`config.mk`:
```
export PLATFORM = sky130hd
export DESIGN_NAME = flux_vec_select
export DESIGN_NICKNAME = d
export VERILOG_FILES = /design/src/rtl/vsel_pkg.sv /design/src/rtl/vsel_rule_engine.sv /design/src/rtl/vsel_hold_timer.sv /design/src/rtl/flux_vec_select.sv
export SDC_FILE = /design/constraint.sdc
export NUM_CORES = 1
export LEC_CHECK = 0
export BUFFER_PORTS_ARGS = -buffer_cell sky130_fd_sc_hd__buf_4
export CAP_MARGIN = 40
export CORE_MARGIN = 2
export CORE_UTILIZATION = 40
export CTS_BUF_LIST = sky130_fd_sc_hd__clkbuf_16
export DETAILED_ROUTE_END_ITERATION = 10
export PLACE_DENSITY = 0.62
export SLEW_MARGIN = 40
export SYNTH_ARGS = -nofsm -noshare
export SYNTH_HDL_FRONTEND = slang
export SYNTH_SLANG_ARGS = --single-unit
```
`constraint.sdc`:
```
create_clock -name clk -period 7.7 [get_ports clk]
set_input_delay 1.925 -clock clk [delete_from_list [all_inputs] [get_ports clk]]
set_output_delay 1.925 -clock clk [all_outputs]
set_load 0.005 [all_outputs]
```
`src/rtl/vsel_pkg.sv`:
```
package vsel_pkg;

    typedef logic [2:0] leg_t;

    localparam leg_t LEG_ZERO_LO = 3'b000;
    localparam leg_t LEG_ZERO_HI = 3'b111;
    localparam leg_t LEG_FIRST   = 3'b100;

    typedef enum logic [2:0] {
        ACT_HOLD,
        ACT_STEP_FWD,
        ACT_STEP_BACK,
        ACT_TO_ZERO,
        ACT_RESTORE
    } act_e;

    typedef struct packed {
        act_e act;
        leg_t target;
    } decision_t;

    function automatic logic is_zero(input leg_t v);
        return (v == LEG_ZERO_LO) || (v == LEG_ZERO_HI);
    endfunction

    // one step forward (+60 degrees) around the active hexagon
    function automatic leg_t ring_fwd(input leg_t v);
        case (v)
            3'b100:  return 3'b110;
            3'b110:  return 3'b010;
            3'b010:  return 3'b011;
            3'b011:  return 3'b001;
            3'b001:  return 3'b101;
            3'b101:  return 3'b100;
            default: return LEG_FIRST;
        endcase
    endfunction

    // one step back (-60 degrees) around the active hexagon
    function automatic leg_t ring_back(input leg_t v);
        case (v)
            3'b100:  return 3'b101;
            3'b101:  return 3'b001;
            3'b001:  return 3'b011;
            3'b011:  return 3'b010;
            3'b010:  return 3'b110;
            3'b110:  return 3'b100;
            default: return LEG_FIRST;
        endcase
    endfunction

    // zero vector reachable with a single leg transition
    function automatic leg_t near_zero(input leg_t v);
        return ($countones(v) == 2) ? LEG_ZERO_HI : LEG_ZERO_LO;
    endfunction

endpackage

```
`src/rtl/vsel_rule_engine.sv`:
```
module vsel_rule_engine
    import vsel_pkg::*;
#(
    parameter int ERR_W = 16
) (
    input  leg_t                    cur_leg,
    input  leg_t                    last_act,
    input  logic signed [ERR_W-1:0] rad_err,
    input  logic signed [ERR_W-1:0] tan_err,
    input  logic [ERR_W-2:0]        rad_band,
    input  logic [ERR_W-2:0]        tan_band,
    output decision_t               dec
);
    localparam int XW = ERR_W + 1;

    logic signed [XW-1:0] re, te, rb, tb;
    logic lagging_out, leading_in, tan_over, tan_under;

    assign re = {rad_err[ERR_W-1], rad_err};
    assign te = {tan_err[ERR_W-1], tan_err};
    assign rb = $signed({2'b00, rad_band});
    assign tb = $signed({2'b00, tan_band});

    assign lagging_out = (re > rb)  && (te < 0);
    assign leading_in  = (re < -rb) && (te > 0);
    assign tan_over    = (te > tb);
    assign tan_under   = (te < -tb);

    always_comb begin
        dec.act    = ACT_HOLD;
        dec.target = cur_leg;
        if (!is_zero(cur_leg)) begin
            if (lagging_out) begin
                dec.act    = ACT_STEP_FWD;
                dec.target = ring_fwd(cur_leg);
            end else if (leading_in) begin
                dec.act    = ACT_STEP_BACK;
                dec.target = ring_back(cur_leg);
            end else if (tan_over) begin
                dec.act    = ACT_TO_ZERO;
                dec.target = near_zero(cur_leg);
            end
        end else if (tan_under) begin
            dec.act    = ACT_RESTORE;
            dec.target = last_act;
        end
    end

    // with both radial-lead and tangential-over present, a radial step is chosen
    always_comb begin
        if (!is_zero(cur_leg) && leading_in && tan_over)
            a_radial_first_r10: assert (dec.act == ACT_STEP_BACK);
    end

endmodule

```
`src/rtl/vsel_hold_timer.sv`:
```
module vsel_hold_timer #(
    parameter int CNT_W = 12
) (
    input  logic             clk,
    input  logic             rst,
    input  logic             restart,
    input  logic [CNT_W-1:0] min_hold,
    output logic             ready
);
    localparam logic [CNT_W-1:0] CNT_MAX = '1;
    localparam logic [CNT_W-1:0] CNT_ONE = CNT_W'(1);

    logic [CNT_W-1:0] held;

    always_ff @(posedge clk) begin
        if (rst || restart)
            held <= CNT_ONE;
        else if (held != CNT_MAX)
            held <= held + CNT_ONE;
    end

    assign ready = (held >= min_hold);

    // counter never drops below one cycle of dwell
    p_held_nonzero_r7: assert property (@(posedge clk) disable iff (rst)
        held != '0);

endmodule

```
`src/rtl/flux_vec_select.sv`:
```
module flux_vec_select
    import vsel_pkg::*;
#(
    parameter int ERR_W = 16,
    parameter int CNT_W = 12
) (
    input  logic                    clk,
    input  logic                    rst,
    input  logic signed [ERR_W-1:0] rad_err,
    input  logic signed [ERR_W-1:0] tan_err,
    input  logic [ERR_W-2:0]        rad_band,
    input  logic [ERR_W-2:0]        tan_band,
    input  logic [CNT_W-1:0]        min_hold,
    output logic [2:0]              leg_state,
    output logic                    leg_change
);
    leg_t      leg_q, last_act_q;
    logic      strobe_q;
    decision_t dec;
    logic      ready, go;

    vsel_rule_engine #(.ERR_W(ERR_W)) u_rules (
        .cur_leg  (leg_q),
        .last_act (last_act_q),
        .rad_err  (rad_err),
        .tan_err  (tan_err),
        .rad_band (rad_band),
        .tan_band (tan_band),
        .dec      (dec)
    );

    vsel_hold_timer #(.CNT_W(CNT_W)) u_hold (
        .clk      (clk),
        .rst      (rst),
        .restart  (go),
        .min_hold (min_hold),
        .ready    (ready)
    );

    assign go = (dec.act != ACT_HOLD) && ready;

    always_ff @(posedge clk) begin
        if (rst) begin
            leg_q      <= LEG_ZERO_LO;
            last_act_q <= LEG_FIRST;
            strobe_q   <= 1'b0;
        end else begin
            strobe_q <= go;
            if (go) begin
                leg_q <= dec.target;
                if (!is_zero(dec.target))
                    last_act_q <= dec.target;
            end
        end
    end

    assign leg_state  = leg_q;
    assign leg_change = strobe_q;

    // strobe exactly when the leg state moved
    p_strobe_on_change_r8: assert property (@(posedge clk) disable iff (rst)
        leg_change == (leg_q != $past(leg_q)));

    // a move happens only when the dwell timer allowed it
    p_move_after_dwell_r7: assert property (@(posedge clk) disable iff (rst)
        (leg_q != $past(leg_q)) |-> $past(ready));

    // active-to-active moves are adjacent (one leg flips)
    p_adjacent_step_r2: assert property (@(posedge clk) disable iff (rst)
        (!is_zero($past(leg_q)) && !is_zero(leg_q) && leg_q != $past(leg_q))
            |-> ($countones(leg_q ^ $past(leg_q)) == 1));

    // entering a zero vector flips exactly one leg
    p_zero_one_leg_r4: assert property (@(posedge clk) disable iff (rst)
        (!is_zero($past(leg_q)) && is_zero(leg_q))
            |-> ($countones(leg_q ^ $past(leg_q)) == 1));

    // leaving a zero vector always lands on the stored active vector
    p_restore_last_r5: assert property (@(posedge clk) disable iff (rst)
        (is_zero($past(leg_q)) && leg_q != $past(leg_q))
            |-> (leg_q == $past(last_act_q)));

endmodule

```
## Word level (Yosys, flattened, before mapping)

Cells that the tools add are included.
W data, S select, Z words.

- Add/subtract/negate cells: 5
- $lt $le $gt $ge: 7
- Equality and inequality tests: 10
- Mux-type cells: 8
- Bitwise logic cells: 1
- Reductions and logical operators: 10

Operator list:

| kind | number |
|---|---|
| $lt A16 B17 Y1 | 2 |
| $neg A15 Y17 | 2 |
| $add A32 B1 Y32 | 1 |
| $eq A32 B3 Y1 const B | 1 |
| $gt A16 B16 Y1 | 2 |
| $pmux W3 S5 | 2 |
| $mux W6 | 4 |
| $gt A16 B1 Y1 const B | 1 |
| $lt A16 B1 Y1 const B | 1 |
| $eq A3 B3 Y1 const B | 5 |
| $add A12 B1 Y12 const B | 1 |
| $ge A12 B12 Y1 | 1 |
| $ne A12 B12 Y1 const B | 1 |
| $eq A3 B2 Y1 const B | 2 |
| $logic_not A3 Y1 | 2 |
| $mux W5 | 1 |
| $eq A3 B1 Y1 const B | 1 |
| $logic_and A1 B1 Y1 | 3 |
| $logic_or A1 B1 Y1 | 3 |
| $mux W3 | 1 |
| $reduce_bool A3 Y1 | 1 |
| $add A1 B1 Y2 | 1 |
| $reduce_and A2 Y1 | 1 |
| $not A1 Y1 | 1 |

- Register bits after elaboration: 19
- Input bits: 76
- Output and inout port bits: 4
- Logic and storage cells: 45

## Depth between registers and ports, before layout

- Word-level depth: 12
- Depth in mapped cells: 19
- Gate-level depth less buffers: 19

## Cells and area by module

Synthesis repeated with hierarchy kept, for this count alone.

- Cell total of the unflattened synthesis: 448
- Area total of the unflattened synthesis: 3,507.1 um^2

By module, submodules not included:

| module | times used | cells an instance | area an instance (um^2) | sequential area each (um^2) |
|---|---|---|---|---|
| vsel_rule_engine | 1 | 309 | 2,298.5 | 0.0 |
| vsel_hold_timer | 1 | 103 | 870.8 | 240.2 |
| flux_vec_select | 1 | 36 | 337.8 | 140.1 |

## Worst setup path before layout

Ideal clock, no wire load.

- Kind: input to register
- Start: input tan_band[3]
- End: register last_act_q[1]
- Setup time: 0.127 ns
- Data arrival time: 5.845 ns
- Required time: 7.573 ns
- Path slack: 1.728 ns
- Stages: 19
- Buffers on the path: 0
- Cell sequence: inv_1 nand4_1 nor4_1 nand3_1 nor3_1 nand2_1 nor2_1 xnor2_1 ha_1 a21o_1 a2111oi_4 o211ai_1 o31ai_4 mux2i_1 o22ai_1 a311oi_1 nand2b_1 nor3b_2 or3_1

- Cells in the longest elaborated chain, start to end: 9
- Elaborated cells on any way between the ends: 15
- Classes of those cells: add/sub (1); order compare (2); eq/ne (1); mux (5); bitwise (1); reduce/logical (5)

Ends and longest elaborated chain:

| element | RTL line | text |
|---|---|---|
| start, declared | flux_vec_select.sv:12 | `input logic [ERR_W-2:0] tan_band,` |
| parallel branches: the longest is 4 deep, another holds $neg A15 Y17 | - |  |
| $mux W6 * | vsel_rule_engine.sv:32 | `if (!is_zero(cur_leg)) begin` |
| $eq A3 B3 Y1 or $logic_not A3 Y1 (tied branches) | vsel_pkg.sv:23 | `return (v == LEG_ZERO_LO) \|\| (v == LEG_ZERO_HI);` |
| $logic_or A1 B1 Y1 | vsel_pkg.sv:23 |  |
| $not A1 Y1 (no source line) | - |  |
| $reduce_and A2 Y1 (no source line) | - |  |
| end signal, assigned | flux_vec_select.sv:52 | `last_act_q <= dec.target;` |
| end, declared | flux_vec_select.sv:17 | `leg_t leg_q, last_act_q;` |

Mark *: on every way between the ends.
A chain may end at the register's enable or synchronous reset.

## Worst setup path in the final report

Same ends and word-level chain as after synthesis.

==> results.cfg <==
[outcome]
outcome = finished, final reports clean

[power]
powerDensity_nw_per_um2 = 83.8
leakagePower_nw = 2.10
ir_drop_v = 0.0000625

[clocking]
postCtsSetupRepairBufs = 0
cts-hold-fix-buffers = 0
cts_tree = built
cts_resized = 0
clk_pin_slew_ns = 0.05
clkSinkCount = 19
cts_root_buffer = clkbuf_16
clk_latency_ns = 0.25
cts_buffer_depth = 2
h-tree-depth = 1
cts_made_buffers = 3

[synthesis]
ys_async_sr_fraction = 0
synth_ff_type = dfxtp_1
ys_warn_count = 0
synth_edf_count = 0
syn_avg_cell_area_um2 = 7.98
ys_seq_area_frac = 0.108
syn_area_um2 = 3520
synth_nets = 603
ys_ff_latch = 19
synth_cell_types = 60
netlist_instances = 441

[worst_setup_path]
arrival_ns = 6.56
cp_max_fo = 5
rrSetupSlack_ns = 4.47
cp-end-kind = register
r2r_end = last_act_q[1]
crit_required_ns = 7.83
r2r-start = leg_state[0]
critPathLaunchType = primary input
rr_worst_depth = 9
path_class = primary input to register

[floorplan]
initial_utilization = 0.408
core_area_um2 = 8640
dieWidth_um = 97.8
core.rowCount = 34
die-area_um2 = 9570
die_h_um = 97.8
ioPinCount = 80

[placement]
dp_cells = 624
globalplace.congestion = 0.851
dpl_cell_area_um2 = 4230
place_ws_ns = 1.06
io_buffers = 79
post-dp-hpwl_mm = 7.31

[min_path]
min_path_cells = 2
holdPathEnd = last_act_q[0]
min_from = last_act_q[0]
hold_path.class = register to register

[global_route]
grt_antenna_before_repair = 0
grtUsageMet3 = 0.0186
grtUsageTotal = 0.177
grt_pass1_wl_mm = 14.7
top_usage_layer = met2
grt_max_degree = 16
grtUsageMet1 = 0.229
grt-ovfl-total = 0
grt_use_met2 = 0.326
grt_pass1_vias = 3392

[timing]
finalWorstSetupSlack_ns = 1.27
tightest_slew_ns = 0.653
slew_violations = 0
hold_violations = 0
period_share = 0.834
fin_crit_ns = 6.43
setup_violations = 0
setup_tns_ns = 0
max_slew_margin = 0.562
fin_skew_ns = 0.00153
fmax_mhz = 156
rsz0062_at_grt = no

[final_layout]
fin_cells = 628
final_cell_mix = ha_1 (85), buf_4 (79), inv_1 (56)
layout_commonest_cell = ha_1
antenna_cells = 0
final_nets = 683
fill_cells = 858
fin_area_um2 = 4320
area_delta_synth_final_pct = 22.6
drive_gt1_frac = 0.187

[detailed_routing]
post_drt_wl_per_cell_um = 13.3
routed_wl_mm = 8.38
remaining_drc_errors = 0
firstDrtPassIters = 4
drt_iter0_markers = 122
vias_per_cell = 5.35
antenna_left = 0
vias = 3357

[flow_run]
maxCapViolCount = 0
==> worst max path at each step <==
stage / start / to / slack (ns) / depth (start not counted)
floorplan: tan_band[3] / last_act_q[1] / 1.73 / 19
global placement: tan_band[3] / last_act_q[1] / 1.23 / 20
detailed placement: tan_band[3] / last_act_q[1] / 1.06 / 20
CTS: tan_band[3] / last_act_q[1] / 1.31 / 20
global route: tan_band[3] / last_act_q[1] / 0.89 / 20
finish: tan_band[3] / last_act_q[1] / 1.27 / 20
==> per-stage QoR <==
| step | power [mW] | util | hold WS, ns |
|---|---|---|---|
| 6_report | 0.362 | 0.500 | 0.511 |
| 5_1_grt | 0.393 | 0.500 | 0.537 |
| 4_1_cts | 0.366 | 0.499 | 0.507 |
| 3_5_place_dp | 0.259 | 0.490 | 0.498 |
| 3_3_place_gp | 0.256 | 0.490 | 0.500 |
| 2_1_floorplan | 0.197 | - | 0.479 |
==> synth_stat cells (3+ instances only) <==
cell	number	area, um2
nand3_1	20	100
xnor2_1	24	210
o21ai_0	9	45.0
nand2b_1	4	25.0
nor3b_1	4	30.0
o21ai_1	4	20.0
ha_1	85	1060
clkbuf_1	3	11.3
or3_1	4	25.0
nor2b_1	5	31.3
a21o_1	10	75.1
xor2_1	8	70.1
nand4_1	17	106
a21oi_1	30	150
dfxtp_1	19	380
mux2i_1	5	50.1
nor3_1	14	70.1
a211o_1	3	26.3
o211ai_1	4	30.0
a211oi_1	5	37.5
inv_1	55	206
nor4_1	12	75.1
nor2_1	31	116
nand2_1	18	67.6
and3_1	5	31.3
==> area by class of cell <==
| class | instances | area, um2 | share of cell area |
|---|---|---|---|
| sequential | 19 | 380 | 0.0881 |
| timing repair buffer | 79 | 593 | 0.137 |
| tap | 108 | 135 | 0.0313 |
| clock buffer | 3 | 75.1 | 0.0174 |
| inverter | 55 | 206 | 0.0478 |
| multi-input combinational | 363 | 2920 | 0.677 |
| clock inverter | 1 | 3.75 | 0.000870 |
==> logic make-up (layout without fill, tap and decap cells) <==
| group | Yosys count | after routing | synth area share |
|---|---|---|---|
| buffers and inverters | 59 | 138 | 0.0633 |
| flip-flops | 19 | 19 | 0.108 |
| AND/OR/NAND/NOR | 144 | 144 | 0.218 |
| AO/OA/AOI/OAI | 96 | 96 | 0.209 |
| multiplexers | 5 | 5 | 0.0142 |
| adder cells (fa/ha/maj) | 86 | 86 | 0.308 |
| XOR/XNOR | 32 | 32 | 0.0796 |
==> registers in the layout, summed over array words and instances, names as in the netlist <==
register / cells
leg_change: 1
last_act_q: 3
u_hold.held: 12
leg_state: 3
==> power breakdown <==
part | internal [mW] | leakage, nW | switching (mW) | total (mW)
Clock | 0.0690 | 0.0423 | 0.0352 | 0.104
Sequential | 0.100 | 0.154 | 0.00250 | 0.103
Combinational | 0.0764 | 1.90 | 0.0781 | 0.155
==> layer usage <==
layer	vias to the layer above	wire length, um
li1	1790	-
met1	1506	3960
met4	0	68
met2	55	4120
met5	-	0
met3	6	232
==> worst max-delay path, stage by stage <==
cell and delay, ns:
buf_4 0.11, inv_1 0.13, nand4_1 0.19, nor4_1 0.38
nand3_1 0.19, nor3_1 0.27, nand2_1 0.12, nor2_1 0.12
xnor2_1 0.14, ha_1 0.27, a21o_1 0.21, a2111oi_4 0.36
o211ai_1 0.19, o31ai_4 0.34, mux2i_1 0.24, o22ai_1 0.11
a311oi_1 0.55, nand2b_1 0.26, nor3b_2 0.08, or3_1 0.36
Note: power is estimated with default switching activity, not from simulation.
